--- src/rtl/fcmp_pkg.sv ---
package fcmp_pkg;
  localparam int NIB_W = 4;

  typedef enum logic [1:0] {
    CLS_NUM  = 2'd0,
    CLS_QNAN = 2'd1,
    CLS_SNAN = 2'd2
  } fp_cls_e;

  // nibble bit positions
  localparam int NB_LT = 3;
  localparam int NB_GT = 2;
  localparam int NB_EQ = 1;
  localparam int NB_UN = 0;

  // status register bit positions
  localparam int ST_XSUM   = 31;
  localparam int ST_INVSUM = 29;
  localparam int ST_INVSIG = 24;
  localparam int ST_INVCMP = 19;
  localparam int ST_CC_LO  = 12;
endpackage

--- src/rtl/fcmp_classify.sv ---
module fcmp_classify
  import fcmp_pkg::*;
#(
  parameter int FP_W  = 64,
  parameter int EXP_W = 11
) (
  input  logic [FP_W-1:0] op_i,
  output fp_cls_e         cls_o,
  output logic            zero_o
);
  localparam int FRAC_W = FP_W - 1 - EXP_W;

  logic              exp_full;
  logic [FRAC_W-1:0] frac;

  assign exp_full = &op_i[FP_W-2 -: EXP_W];
  assign frac     = op_i[FRAC_W-1:0];
  assign zero_o   = ~|op_i[FP_W-2:0];

  always_comb begin
    cls_o = CLS_NUM;
    if (exp_full && frac[FRAC_W-1])
      cls_o = CLS_QNAN;
    else if (exp_full && (|frac))
      cls_o = CLS_SNAN;
  end
endmodule

--- src/rtl/fcmp_order.sv ---
module fcmp_order #(
  parameter int FP_W = 64
) (
  input  logic [FP_W-1:0] a_i,
  input  logic [FP_W-1:0] b_i,
  input  logic            a_zero_i,
  input  logic            b_zero_i,
  output logic            lt_o,
  output logic            gt_o,
  output logic            eq_o
);
  // map sign-magnitude onto an unsigned key that sorts in numeric order
  function automatic logic [FP_W-1:0] to_key(input logic [FP_W-1:0] x);
    if (x[FP_W-1]) return ~x;
    return {1'b1, x[FP_W-2:0]};
  endfunction

  logic [FP_W-1:0] ka, kb;

  assign ka   = to_key(a_i);
  assign kb   = to_key(b_i);
  assign eq_o = (a_zero_i && b_zero_i) || (a_i == b_i);
  assign lt_o = !eq_o && (ka < kb);
  assign gt_o = !eq_o && !lt_o;
endmodule

--- src/rtl/fcmp_flag_gen.sv ---
module fcmp_flag_gen
  import fcmp_pkg::*;
#(
  parameter int REG_W = 32
) (
  input  logic             ordered_i,
  input  logic             trap_en_i,
  input  fp_cls_e          a_cls_i,
  input  fp_cls_e          b_cls_i,
  output logic [REG_W-1:0] set_o
);
  logic any_snan, any_qnan, any_nan;

  assign any_snan = (a_cls_i == CLS_SNAN) || (b_cls_i == CLS_SNAN);
  assign any_qnan = (a_cls_i == CLS_QNAN) || (b_cls_i == CLS_QNAN);
  assign any_nan  = any_snan || any_qnan;

  always_comb begin
    set_o = '0;
    if (ordered_i) begin
      if (any_nan) begin
        set_o[ST_XSUM]   = 1'b1;
        set_o[ST_INVSUM] = 1'b1;
        set_o[ST_INVCMP] = !trap_en_i || any_qnan;
      end
      set_o[ST_INVSIG] = any_snan;
    end else if (any_snan) begin
      set_o[ST_XSUM]   = 1'b1;
      set_o[ST_INVSUM] = 1'b1;
      set_o[ST_INVSIG] = 1'b1;
    end
  end
endmodule

--- src/rtl/fcmp_status_unit.sv ---
module fcmp_status_unit
  import fcmp_pkg::*;
#(
  parameter int FP_W    = 64,
  parameter int EXP_W   = 11,
  parameter int REG_W   = 32,
  parameter int FIELD_W = $clog2(REG_W / NIB_W)
) (
  input  logic               clk,
  input  logic               rst_n,
  input  logic               valid_i,
  input  logic               ordered_i,
  input  logic               trap_en_i,
  input  logic [FIELD_W-1:0] field_sel_i,
  input  logic [FP_W-1:0]    opa_i,
  input  logic [FP_W-1:0]    opb_i,
  output logic [NIB_W-1:0]   cmp_nibble_o,
  output logic [REG_W-1:0]   cond_reg_o,
  output logic [REG_W-1:0]   status_reg_o
);
  localparam int NUM_FIELDS = REG_W / NIB_W;
  localparam logic [REG_W-1:0] CC_MASK =
    {{(REG_W-NIB_W){1'b0}}, {NIB_W{1'b1}}} << ST_CC_LO;

  // reset: asserted asynchronously, released through two flops
  logic [1:0] rst_sync_q;
  logic       rst_int_n;

  always_ff @(posedge clk or negedge rst_n) begin
    if (!rst_n) rst_sync_q <= 2'b00;
    else        rst_sync_q <= {rst_sync_q[0], 1'b1};
  end
  assign rst_int_n = rst_sync_q[1];

  // operand classification
  logic [FP_W-1:0] ops [2];
  fp_cls_e         cls [2];
  logic            zero [2];

  assign ops[0] = opa_i;
  assign ops[1] = opb_i;

  for (genvar i = 0; i < 2; i++) begin : g_cls
    fcmp_classify #(.FP_W(FP_W), .EXP_W(EXP_W)) u_cls (
      .op_i   (ops[i]),
      .cls_o  (cls[i]),
      .zero_o (zero[i])
    );
  end

  logic lt, gt, eq, unord;

  fcmp_order #(.FP_W(FP_W)) u_order (
    .a_i      (opa_i),
    .b_i      (opb_i),
    .a_zero_i (zero[0]),
    .b_zero_i (zero[1]),
    .lt_o     (lt),
    .gt_o     (gt),
    .eq_o     (eq)
  );

  logic [REG_W-1:0] set_mask;

  fcmp_flag_gen #(.REG_W(REG_W)) u_flags (
    .ordered_i (ordered_i),
    .trap_en_i (trap_en_i),
    .a_cls_i   (cls[0]),
    .b_cls_i   (cls[1]),
    .set_o     (set_mask)
  );

  assign unord = (cls[0] != CLS_NUM) || (cls[1] != CLS_NUM);

  always_comb begin
    cmp_nibble_o        = '0;
    cmp_nibble_o[NB_UN] = unord;
    cmp_nibble_o[NB_LT] = !unord && lt;
    cmp_nibble_o[NB_GT] = !unord && gt;
    cmp_nibble_o[NB_EQ] = !unord && eq;
  end

  // next state
  logic [REG_W-1:0] cond_q, cond_d, cond_upd;
  logic [REG_W-1:0] stat_q, stat_d;

  for (genvar f = 0; f < NUM_FIELDS; f++) begin : g_fld
    localparam int LO = REG_W - NIB_W * (f + 1);
    assign cond_upd[LO +: NIB_W] =
      (field_sel_i == FIELD_W'(f)) ? cmp_nibble_o : cond_q[LO +: NIB_W];
  end

  always_comb begin
    cond_d = cond_q;
    stat_d = stat_q;
    if (valid_i) begin
      cond_d = cond_upd;
      stat_d = ((stat_q | set_mask) & ~CC_MASK)
             | ({{(REG_W-NIB_W){1'b0}}, cmp_nibble_o} << ST_CC_LO);
    end
  end

  // registers
  always_ff @(posedge clk or negedge rst_int_n) begin
    if (!rst_int_n) begin
      cond_q <= '0;
      stat_q <= '0;
    end else if (valid_i) begin
      cond_q <= cond_d;
      stat_q <= stat_d;
    end
  end

  assign cond_reg_o   = cond_q;
  assign status_reg_o = stat_q;
endmodule

--- config.mk ---
export PLATFORM = sky130hd
export DESIGN_NAME = fcmp_status_unit
export DESIGN_NICKNAME = d
export VERILOG_FILES = /design/src/rtl/fcmp_pkg.sv /design/src/rtl/fcmp_classify.sv /design/src/rtl/fcmp_order.sv /design/src/rtl/fcmp_flag_gen.sv /design/src/rtl/fcmp_status_unit.sv
export SDC_FILE = /design/constraint.sdc
export NUM_CORES = 1
export LEC_CHECK = 0
export BUFFER_PORTS_ARGS = -buffer_cell sky130_fd_sc_hd__buf_2
export CAP_MARGIN = 20
export CORE_AREA = 3 3 114 116
export CTS_CLUSTER_SIZE = 20
export DETAILED_ROUTE_END_ITERATION = 8
export DIE_AREA = 0 0 117 119
export HOLD_SLACK_MARGIN = 0.02
export PLACE_DENSITY_LB_ADDON = 0.05
export SYNTH_ARGS = -nofsm -noshare
export SYNTH_HDL_FRONTEND = slang
export SYNTH_HIERARCHICAL = 1
export SYNTH_SLANG_ARGS = --single-unit
export TNS_END_PERCENT = 100
--- constraint.sdc ---
create_clock -name clk -period 5.1 [get_ports clk]
set_input_delay 0.765 -clock clk [delete_from_list [all_inputs] [get_ports clk]]
set_output_delay 0.765 -clock clk [all_outputs]
set_load 0.03 [all_outputs]
==> flow_metrics.env <==
export IMPL_syn_area_um2=6346
export IMPL_grt_use_met3_pct=7.215
export IMPL_root_buffer="clkbuf_16"
export IMPL_hpwl_after_detailed_placement_um=16180
export IMPL_tns_ps=0
export IMPL_timing_hold_violations_final=0
export IMPL_syn_mean_instance_area_um2=9.184
export IMPL_flow_area_growth_from_synthesis_pct=20.76
export IMPL_pd_cells_nw_per_um2=247.5
export IMPL_grt_setup_unrepaired="no"
export IMPL_clkLatencyLatePin_ps=320
export IMPL_finalSetupViolCount=0
export IMPL_p_leak_nw=3.563
export IMPL_number_of_global_route_vias_before_repair=5794
export IMPL_htree_levels=3
export IMPL_cts_sink_count=66
export IMPL_crit_path_max_fanout=22
export IMPL_drc_errors=0
export IMPL_cts_resized=0
export IMPL_post_synthesis_instance_total=691
export IMPL_final_layout_size_suffix_gt1_share_pct=28.56
export IMPL_setup_worst_path_start_class="input pin"
export IMPL_drv_max_cap_violation_count=0
export IMPL_cts_setup_buffers=0
export IMPL_grt_first_pass_wirelength_um=30260
export IMPL_final_period_utilization_pct=95.06
export IMPL_globalRouteTotalUtil_pct=27.90
export IMPL_x_dimension_of_the_die_um=117
export IMPL_grt_overflow=0
export IMPL_vdd_ir_drop_max_mv=0.2937
export IMPL_dp_slack_ps=306.3
export IMPL_vias_per_cell=5.632
export IMPL_initialDrtViolationCount=419
export IMPL_die_boundary_height_um=119
export IMPL_gpl_final_weighted_congestion=0.9479
export IMPL_busiest_layer="met2"
export IMPL_timing_hold_worst_class="in -> async"
export IMPL_drt_antenna_violating_nets=0
export IMPL_grtUsageMet1_pct=40.32
export IMPL_core_rowCount=40
export IMPL_fill_cells=1092
export IMPL_required_ps=4340
export IMPL_critPathCaptureType="primary output"
export IMPL_wl_um=19690
export IMPL_crit_arrival_ps=4080
export IMPL_grtUsageMet2_pct=42.71
export IMPL_grt_max_degree=65
export IMPL_cts_reportedPaths_clkPinSlew_ps=50
export IMPL_grt_antenna_before_repair=1
export IMPL_layout_setup_ws_ps=251.7
export IMPL_tritoncts="done"
export IMPL_maxSlewViolCount=0
export IMPL_finalCriticalPeriod_ps=4848
export IMPL_wl_per_cell_um=19.06
export IMPL_cts_buffer_depth=2
export IMPL_cts_buffers_inserted=9
export IMPL_fp_dieArea_um2=13920
export IMPL_fin_cells=1033
export IMPL_initial_core_util_pct=52.83
export IMPL_io_pin_count=204
export IMPL_number_of_i_o_port_buffers=203
export IMPL_cts_hold_buf=0
export IMPL_run_status="finished clean"
export IMPL_tightestPinTransition_ps=794.0
export IMPL_power_total_mw=1.897
export IMPL_max_slew_margin_rel_pct=47.07
export IMPL_skew_ps=4.202
export IMPL_timing_fmax_mhz=206.3
export IMPL_via_count=5818
export IMPL_path_class="in -> out"
export IMPL_yosys_warnings=6
export IMPL_diodes=0
export IMPL_core_area_um2=12010
export IMPL_place_detailed_instances=1017
export IMPL_finish_net_count=1080
export IMPL_drtPass1Iterations=5
==> cell type report <==
class	instances	area [um2]	share of cell area (%)
Sequential cell	66	1653	21.57
Tap cell	147	183.9	2.400
Clock buffer	14	264.0	3.445
Clock inverter	2	35.03	0.4571
Inverter	26	97.59	1.273
Timing Repair Buffer	209	1074	14.01
Multi-Input combinational cell	569	4357	56.85
==> sequential cells by signal, summed over array words and instances, names as in the netlist <==
name and cells:
cond_reg_o 32, rst_sync_q 2, status_reg_o 32
==> report_power, final <==
part / internal, mW / total [mW] / switching, mW
clock: 0.404 / 0.609 / 0.205
combinational: 0.266 / 0.703 / 0.437
sequential: 0.563 / 0.585 / 0.0219
total: 1.23 / 1.90 / 0.663
==> worst max-delay path, cell delays in order <==
cell and delay (ps):
buf_2 500, buf_4 350, xnor2_1 90, ha_1 290
and4_1 220, nor3b_1 260, inv_1 60, a2111oi_0 590
o21ai_1 250, a21oi_1 230, nand2_2 160, inv_2 100
buf_2 190
==> final timing paths <==
check | startpoint | to | slack [ps] | depth (start not counted)
max | opb_i[63] | cmp_nibble_o[2] | 250 | 13
min | rst_n | rst_sync_q[0]$_DFF_PN0_ | 210 | 1
max reg2reg | rst_sync_q[1]$_DFF_PN0_ | status_reg_o[26]$_DFFE_PN0P_ | 4150 | 1
min reg2reg | rst_sync_q[0]$_DFF_PN0_ | rst_sync_q[1]$_DFF_PN0_ | 350 | 0
max in group asynchronous | rst_sync_q[1]$_DFF_PN0_ | status_reg_o[26]$_DFFE_PN0P_ | 4150 | 1
min in group clk | rst_sync_q[0]$_DFF_PN0_ | rst_sync_q[1]$_DFF_PN0_ | 350 | 0
==> layout by cell type (no fill, tap or decap), drive strengths merged, types with 3 or more instances in the layout <==
cell type and n:
xnor2 97, a21oi 25, ha 63, and4 4, inv 26, a22oi 3, nand4bb 3, o2bb2ai 5
clkbuf 14, a211oi 4, conb 25, nor3b 3, nand4b 3, o2111ai 3, o22ai 5, mux2 3
buf 209, dfrtp 66, nand4 29, a221oi 4, nand2b 3, nand3 9, nor3 6, xor2 76
a21o 34, nor4 41, nand2 57, o21ai 44, nor2 4
==> layer usage <==
layer / vias to the layer above / wire length, um
met5: - / 13
met1: 2751 / 8802
met2: 251 / 8897
met3: 17 / 1856
li1: 2797 / -
met4: 2 / 122
==> per-stage QoR <==
step | area [um2] | util [%] | hold slack, ps
floorplan | 6432 | - | 331.2
global placement | 7365 | 61.31 | 338.1
detailed placement | 7365 | 61.31 | 342.7
CTS | 7664 | 63.80 | 202.6
global route | 7664 | 63.80 | 202.3
finish | 7664 | 63.80 | 214.7
Note: power is estimated with default switching activity, not from simulation.
